$ cat config.mk
export PLATFORM = sky130hd
export DESIGN_NAME = cbh_expander
export DESIGN_NICKNAME = d
export VERILOG_FILES = /design/src/rtl/cbh_pkg.sv /design/src/rtl/cbh_mem_expand.sv /design/src/rtl/cbh_alu_expand.sv /design/src/rtl/cbh_expander.sv
export SDC_FILE = /design/constraint.sdc
export NUM_CORES = 1
export LEC_CHECK = 0
export CORE_UTILIZATION = 36
export DETAILED_ROUTE_END_ITERATION = 8
export PLACE_DENSITY = 0.95
export SLEW_MARGIN = 25
export SYNTH_ARGS = -nofsm -noshare
export SYNTH_HDL_FRONTEND = slang
export SYNTH_SLANG_ARGS = --single-unit
$ cat constraint.sdc
create_clock -name vclk -period 4.5
set_input_delay 1.125 -clock vclk [all_inputs]
set_output_delay 1.125 -clock vclk [all_outputs]
set_load 0.03 [all_outputs]
$ cat src/rtl/cbh_pkg.sv
package cbh_pkg;
  localparam int CLEN = 16;
  localparam int ILEN = 32;
  localparam int RIDX = 5;
  localparam int CRIDX = 3;

  localparam logic [6:0] OPC_LOAD  = 7'b0000011;
  localparam logic [6:0] OPC_STORE = 7'b0100011;
  localparam logic [6:0] OPC_OPIMM = 7'b0010011;
  localparam logic [6:0] OPC_OP    = 7'b0110011;
  localparam logic [6:0] OPC_OP32  = 7'b0111011;

  localparam logic [1:0] QD_MEM = 2'b00;
  localparam logic [1:0] QD_ALU = 2'b01;

  typedef struct packed {
    logic            hit;
    logic            bad;
    logic [ILEN-1:0] word;
  } xlat_t;

  function automatic logic [RIDX-1:0] widen_reg(input logic [CRIDX-1:0] r);
    return {2'b01, r};
  endfunction

  function automatic logic [ILEN-1:0] mk_itype(input logic [11:0] imm,
      input logic [RIDX-1:0] rs1, input logic [2:0] f3,
      input logic [RIDX-1:0] rd, input logic [6:0] opc);
    return {imm, rs1, f3, rd, opc};
  endfunction

  function automatic logic [ILEN-1:0] mk_rtype(input logic [6:0] f7,
      input logic [RIDX-1:0] rs2, input logic [RIDX-1:0] rs1,
      input logic [2:0] f3, input logic [RIDX-1:0] rd, input logic [6:0] opc);
    return {f7, rs2, rs1, f3, rd, opc};
  endfunction

  function automatic logic [ILEN-1:0] mk_stype(input logic [11:0] imm,
      input logic [RIDX-1:0] rs2, input logic [RIDX-1:0] rs1,
      input logic [2:0] f3, input logic [6:0] opc);
    return {imm[11:5], rs2, rs1, f3, imm[4:0], opc};
  endfunction
endpackage

$ cat src/rtl/cbh_mem_expand.sv
module cbh_mem_expand
  import cbh_pkg::*;
(
  input  logic [CLEN-1:0] cinstr_i,
  output xlat_t           res_o
);
  logic [RIDX-1:0] base_reg;
  logic [RIDX-1:0] data_reg;
  logic [1:0]      sel;
  logic [11:0]     boff;
  logic [11:0]     hoff;

  assign base_reg = widen_reg(cinstr_i[9:7]);
  assign data_reg = widen_reg(cinstr_i[4:2]);
  assign sel      = cinstr_i[11:10];
  assign boff     = {10'b0, cinstr_i[5], cinstr_i[6]};
  assign hoff     = {10'b0, cinstr_i[5], 1'b0};

  always_comb begin
    res_o.hit  = (cinstr_i[1:0] == QD_MEM) && (cinstr_i[15:12] == 4'b1000);
    res_o.bad  = 1'b0;
    res_o.word = '0;
    if (res_o.hit) begin
      unique case (sel)
        2'b00: res_o.word = mk_itype(boff, base_reg, 3'b100, data_reg, OPC_LOAD);
        2'b01: res_o.word = mk_itype(hoff, base_reg,
                                     cinstr_i[6] ? 3'b001 : 3'b101, data_reg, OPC_LOAD);
        2'b10: res_o.word = mk_stype(boff, data_reg, base_reg, 3'b000, OPC_STORE);
        default: begin
          res_o.bad  = cinstr_i[6];
          res_o.word = mk_stype(hoff, data_reg, base_reg, 3'b001, OPC_STORE);
        end
      endcase
    end
  end

  always_comb begin
    if (res_o.hit && !res_o.bad && res_o.word[6:0] == OPC_LOAD)
      AST_LOAD_OFFSET_RANGE: assert (res_o.word[31:22] == '0) else $error("load offset out of range");
    if (res_o.bad)
      AST_BAD_ONLY_HSTORE: assert (sel == 2'b11 && cinstr_i[6]) else $error("bad memory form");
  end
endmodule

$ cat src/rtl/cbh_alu_expand.sv
module cbh_alu_expand
  import cbh_pkg::*;
(
  input  logic [CLEN-1:0] cinstr_i,
  input  logic            xlen64_i,
  output xlat_t           res_o
);
  localparam logic [4:0] FN_ZEXTB = 5'b11000;
  localparam logic [4:0] FN_SEXTB = 5'b11001;
  localparam logic [4:0] FN_ZEXTH = 5'b11010;
  localparam logic [4:0] FN_SEXTH = 5'b11011;
  localparam logic [4:0] FN_ZEXTW = 5'b11100;
  localparam logic [4:0] FN_NOT   = 5'b11101;

  logic [RIDX-1:0] dst_reg;
  logic [RIDX-1:0] src2_reg;
  logic [4:0]      fn;

  assign dst_reg  = widen_reg(cinstr_i[9:7]);
  assign src2_reg = widen_reg(cinstr_i[4:2]);
  assign fn       = cinstr_i[6:2];

  always_comb begin
    res_o.hit  = (cinstr_i[1:0] == QD_ALU) && (cinstr_i[15:10] == 6'b100111);
    res_o.bad  = 1'b0;
    res_o.word = '0;
    if (res_o.hit) begin
      if (cinstr_i[6:5] == 2'b10) begin
        res_o.word = mk_rtype(7'b0000001, src2_reg, dst_reg, 3'b000, dst_reg, OPC_OP);
      end else begin
        unique case (fn)
          FN_ZEXTB: res_o.word = mk_itype(12'h0FF, dst_reg, 3'b111, dst_reg, OPC_OPIMM);
          FN_SEXTB: res_o.word = mk_itype(12'h604, dst_reg, 3'b001, dst_reg, OPC_OPIMM);
          FN_SEXTH: res_o.word = mk_itype(12'h605, dst_reg, 3'b001, dst_reg, OPC_OPIMM);
          FN_ZEXTH: res_o.word = mk_rtype(7'b0000100, '0, dst_reg, 3'b100, dst_reg,
                                          xlen64_i ? OPC_OP32 : OPC_OP);
          FN_ZEXTW: begin
            res_o.bad  = !xlen64_i;
            res_o.word = mk_rtype(7'b0000100, '0, dst_reg, 3'b000, dst_reg, OPC_OP32);
          end
          FN_NOT:   res_o.word = mk_itype(12'hFFF, dst_reg, 3'b100, dst_reg, OPC_OPIMM);
          default:  res_o.bad = 1'b1;
        endcase
      end
    end
  end

  always_comb begin
    if (res_o.hit && !res_o.bad)
      AST_ALU_WRITES_SOURCE: assert (res_o.word[11:7] == res_o.word[19:15]) else $error("rd differs from rs1");
  end
endmodule

$ cat src/rtl/cbh_expander.sv
module cbh_expander
  import cbh_pkg::*;
(
  input  logic [15:0] cinstr_i,
  input  logic        xlen64_i,
  output logic [31:0] instr_o,
  output logic        illegal_o
);
  xlat_t mem_res;
  xlat_t alu_res;
  logic  mem_ok;
  logic  alu_ok;

  cbh_mem_expand u_mem (
    .cinstr_i (cinstr_i),
    .res_o    (mem_res)
  );

  cbh_alu_expand u_alu (
    .cinstr_i (cinstr_i),
    .xlen64_i (xlen64_i),
    .res_o    (alu_res)
  );

  assign mem_ok = mem_res.hit && !mem_res.bad;
  assign alu_ok = alu_res.hit && !alu_res.bad;

  always_comb begin
    illegal_o = !(mem_ok || alu_ok);
    instr_o   = '0;
    if (mem_ok)      instr_o = mem_res.word;
    else if (alu_ok) instr_o = alu_res.word;
  end

  always_comb begin
    AST_ONE_FAMILY: assert (!(mem_res.hit && alu_res.hit)) else $error("two families hit");
    if (!illegal_o) begin
      AST_LEGAL_LOWBITS: assert (instr_o[1:0] == 2'b11) else $error("legal word lacks 32-bit marker");
      AST_BASE_REG_RANGE: assert (instr_o[19:18] == 2'b01) else $error("rs1 outside x8..x15");
      if (instr_o[6:0] == OPC_OP32 && instr_o[14:12] == 3'b000)
        AST_ZEXTW_NEEDS_64: assert (xlen64_i) else $error("word zero-extend on 32-bit");
    end
  end
endmodule

# Word level (Yosys, flattened, before mapping)
# Cells that the tools add are included.
# totals
regBits	0
latch_bits	0
ram_bits	0
romBits	0
in_bits	17
output_inout_bits	33
wordCells	37
mem_count	0
# classes
add_sub_neg	0
mul	0
n_div	0
n_lt_le_gt_ge	0
n_eq_ne	12
shifts	0
muxes	12
bitwise	0
n_reduce_logical	13
# op_table
op	count
case mux 32 bit (6 select lines)	1
2-to-1 mux 32 bit	3
case mux 24 bit (3 select lines)	1
2-to-1 mux 33 bit	2
== test 5 bit, second input constant	6
== test 6 bit, second input constant	1
OR reduction 5 bit	1
== test 2 x 1 -> 1 bit, second input constant	2
== test 2 bit, second input constant	2
== test 4 bit, second input constant	1
logical AND 1 bit	4
zero test 1 bit	4
zero test 2 bit	2
2-to-1 mux 4 bit	1
2-to-1 mux 3 bit	1
OR reduction 3 bit	1
2-to-1 mux 1 bit	2
case mux 1 bit (2 select lines)	1
logical OR 1 bit	1

# Logic depth before layout (Yosys ltp)
# logic_depth
depth_word	9
ltp_mapped	5
ltp_nobuf	4

# Modules after synthesis
# From an unflattened synthesis, not the netlist that was laid out.
# hier_totals
hier_cells	208
hier_area_um2	1556.5
# modules_own_cells
mod	n_inst	cells_each	area_per_inst_um2	seq_area_each_um2
cbh_expander	1	81	695.7	0.0
cbh_mem_expand	1	55	440.4	0.0
cbh_alu_expand	1	72	420.4	0.0

# Least setup slack after synthesis
# OpenSTA, ideal clock, no wires.
# synth_path
kind	input -> output
start	input cinstr_i[1]
end	output instr_o[26]
arrival_ns	2.809
required_ns	3.375
slack_ns	0.566
stages	4
n_path_buf	1
cell_sequence	nor4b_4 nand4_2 nor3_1 buf_4
# synth_between
elab_chain_len	7
word_cells_on_any_way	12
cone_classes	eq/ne (1); mux (4); reduce/logical (7)
# synth_lines
element	line	source
start, declared	cbh_expander.sv:4	input logic [15:0] cinstr_i,
== test 2 x 1 -> 1 bit	cbh_alu_expand.sv:24	res_o.hit = (cinstr_i[1:0] == QD_ALU) && (cinstr_i[15:10] == 6'b100111);
logical AND 1 bit	cbh_alu_expand.sv:24	
2-to-1 mux 33 bit	cbh_alu_expand.sv:27	if (res_o.hit) begin
zero test 1 bit	n/a	
logical AND 1 bit	n/a	
2-to-1 mux 32 bit	cbh_expander.sv:32	else if (alu_ok) instr_o = alu_res.word;
2-to-1 mux 32 bit (*)	cbh_expander.sv:31	if (mem_ok) instr_o = mem_res.word;
end, declared	cbh_expander.sv:6	output logic [31:0] instr_o,
# Every way passes the cells marked *; elsewhere a longest branch is shown, timed or not.

# Final worst setup path
# layout_path
start	input cinstr_i[14]
end	output instr_o[5]
# layout_between
elab_chain_len	7
word_cells_on_any_way	12
cone_classes	eq/ne (2); mux (4); reduce/logical (6)
# layout_lines
element	line
== test 6 bit	cbh_alu_expand.sv:24
logical AND 1 bit	cbh_alu_expand.sv:24
2-to-1 mux 33 bit	cbh_alu_expand.sv:27
zero test 1 bit	n/a
logical AND 1 bit	n/a
2-to-1 mux 32 bit	cbh_expander.sv:32
2-to-1 mux 32 bit (*)	cbh_expander.sv:31
# Marked as above.

==> flow_summary_export.csv <==
group,metric,value,unit
floorplan,core-area,0.00138,mm2
clock_tree,hold_buffers,0,
sta,peak_freq,225,MHz
route,route.vias.total,819,
cells_and_area,filler_cell_count,121,
floorplan,dieHeight,41.5,um
floorplan,rows,13,
route,viasPerCell,5.61,
place,finalWeightedCongestion,0.925,
pwr,irDropWorstVdd,0.0441,mV
route,route.antenna.remaining_nets,0,
floorplan,die_x,41.5,um
route,firstDrtPassIters,4,
sta,hold_viol,0,
worst_setup_path,crit_type,"in2out",
route,drc,0,
logic_synthesis,avgSynthCellArea,6.38,um2
cells_and_area,multiInputGateArea,465,um2
cells_and_area,seq_cells,0,
grt,first_pass_grt_wire_length,3050,um
route,avgRoutedWirePerCell,14.0,um
worst_setup_path,critPathLaunchType,"input pin",
pwr,power-per-cell-area,57.3,mW/mm2
cells_and_area,area.growth.synth_to_final,82.4,%
grt,vias_in_the_first_global_route,671,
floorplan,start_util,40.6,%
sta,timing_max_transition_violations_final,0,
worst_hold_path,hold_path_startpoint,"cinstr_i[7]",
logic_synthesis,yosys_warnings,0,
logic_synthesis,synthTopCellsByCount,"sky130_fd_sc_hd__nand2_1 (10), sky130_fd_sc_hd__buf_4 (9), sky130_fd_sc_hd__nor2_1 (9)",
logic_synthesis,share_of_synthesized_area_occupied_by_flip_flops_and_latches,0,%
logic_synthesis,synthMostInstantiatedCell,"sky130_fd_sc_hd__nand2_1",
worst_hold_path,timing.hold.worst.class,"in2out",
cells_and_area,finish.net_count,150,
floorplan,ioPinCount,50,
logic_synthesis,netlist-cell-type-count,35,
outcome,outcome,"completed",
worst_hold_path,worstHoldPathCells,3,
worst_setup_path,critPathMaxFanout,4,
cells_and_area,inserted_diodes,0,
worst_setup_path,worstPathRequired,3.38,ns
logic_synthesis,yosys-top-cells-area,"sky130_fd_sc_hd__buf_4 (12%), sky130_fd_sc_hd__nand2_1 (6.7%), sky130_fd_sc_hd__a22o_1 (6.2%)",
grt,grt.total_usage,20.5,%
sta,post_route_clock_period_utilization,98.6,%
cells_and_area,clock_buffer_count,0,
flow_run,drv.max_cap_violation_count,0,
logic_synthesis,netlist_area,562,um2
place,port_buffers,46,
sta,post-route-min-period,4.43,ns
worst_hold_path,holdPathEnd,"instr_o[15]",
floorplan,die_area,0.00172,mm2
logic_synthesis,yosysTopAreaCell,"sky130_fd_sc_hd__buf_4",
place,placement.cell_area,995,um2
grt,grt_antenna_before_repair,0,
grt,grt_overflow_total,0,
pwr,static-leakage-power,0.000481,uW
route,totalWireLength,2040,um
cells_and_area,final_area,0.00102,mm2
logic_synthesis,synthDominantCellAreaShare,12.0,%
pwr,total_power,58.7,uW
worst_setup_path,worst-endpoint-arrival,3.31,ns
sta,report.final.setup_viol,0,
worst_setup_path,critical_path_end_type,"output pin",
logic_synthesis,syn-instance-count,88,
cells_and_area,drive_above_1_share,13.7,%
place,hpwl,1530,um
grt,grt_max_degree,16,
route,drtIter0Drc,35,
cells_and_area,regArea,0,um2
## layout make-up
type                       instances  area share (%)
tap                               15            1.83
timing repair buffer              55            51.3
inverter                           4            1.47
multi-input combinational         72            45.4
## per-layer routing
layer  global-route usage (%)  up-vias  routed length, um
li1                         -      391                  -
met1                     26.5      379                830
met2                     38.8       49               1040
met3                     1.74        0                165
met4                        0        0                  0
met5                        0        -                  0
## where the power goes
part           switching (uW)  internal (uW)
combinational            31.4           27.3
clock                       0              0
sequential                  0              0
## worst max-delay path, cell delays in order
cell                              delay [ns]
sky130_fd_sc_hd__clkdlybuf4s50_1        0.45
sky130_fd_sc_hd__nor4b_4                0.39
sky130_fd_sc_hd__buf_4                  0.18
sky130_fd_sc_hd__and2_1                 0.17
sky130_fd_sc_hd__nand3_1                0.13
sky130_fd_sc_hd__a21bo_1                0.20
sky130_fd_sc_hd__clkdlybuf4s50_1        0.66
## cell usage in the layout, fill, tap and decap left out, types with 2 or more instances in the layout
| cell | n |
|---|---|
| sky130_fd_sc_hd__conb_1 | 4 |
| sky130_fd_sc_hd__nor3_1 | 2 |
| sky130_fd_sc_hd__clkdlybuf4s50_1 | 39 |
| sky130_fd_sc_hd__nand2_1 | 10 |
| sky130_fd_sc_hd__nand3_1 | 5 |
| sky130_fd_sc_hd__o21ai_0 | 6 |
| sky130_fd_sc_hd__mux2i_1 | 2 |
| sky130_fd_sc_hd__a22o_1 | 4 |
| sky130_fd_sc_hd__o22ai_1 | 4 |
| sky130_fd_sc_hd__nor2_1 | 9 |
| sky130_fd_sc_hd__buf_4 | 13 |
| sky130_fd_sc_hd__and2_1 | 4 |
| sky130_fd_sc_hd__dlymetal6s2s_1 | 3 |
| sky130_fd_sc_hd__inv_1 | 4 |
| sky130_fd_sc_hd__o21a_1 | 2 |
## per-stage QoR
stage | cells | hold slack [ns] | worst slack, ns | TNS [ns] | utilization, %
6_report | 146 | 2.96 | 0.0652 | 0 | 74.1
4_1_cts | 143 | 2.96 | 0.00211 | 0 | 71.9
5_1_grt | 146 | 2.99 | -0.0572 | -0.0726 | 74.1
2_1_floorplan | 91 | 2.47 | 0.566 | 0 | -
3_5_place_dp | 143 | 2.96 | 0.00652 | 0 | 71.9
3_3_place_gp | 143 | 2.96 | 0.100 | 0 | 71.9
## what timing repair did
item / CTS / global route
resized for setup: 0 / 3
setup buffers: 0 / 3
endpoints found under the setup margin: 0 / 7
## how the worst max path moves through the flow
| stage | start | to | slack (ns) |
|---|---|---|---|
| final | cinstr_i[14] | instr_o[5] | 0.07 |
| after global routing | cinstr_i[6] | instr_o[13] | -0.06 |
| after CTS | cinstr_i[1] | instr_o[3] | 0.002 |
| after detailed placement | cinstr_i[1] | instr_o[3] | 0.007 |
| after global placement | cinstr_i[1] | instr_o[3] | 0.10 |
| after floorplan | cinstr_i[1] | instr_o[26] | 0.57 |
## kinds of logic (layout without fill, tap and decap cells)
family | after synthesis | after routing | synth area share (%)
xor gates and xnor gates | 2 | 2 | 3.12
buffers and inverters | 19 | 59 | 19.2
and+or+nand+nor | 40 | 40 | 41.4
AOI/OAI and AO/OA | 24 | 24 | 32.1
other | 1 | 4 | 0.668
muxes | 2 | 2 | 3.56
Note: power is estimated with default switching activity, not from simulation.
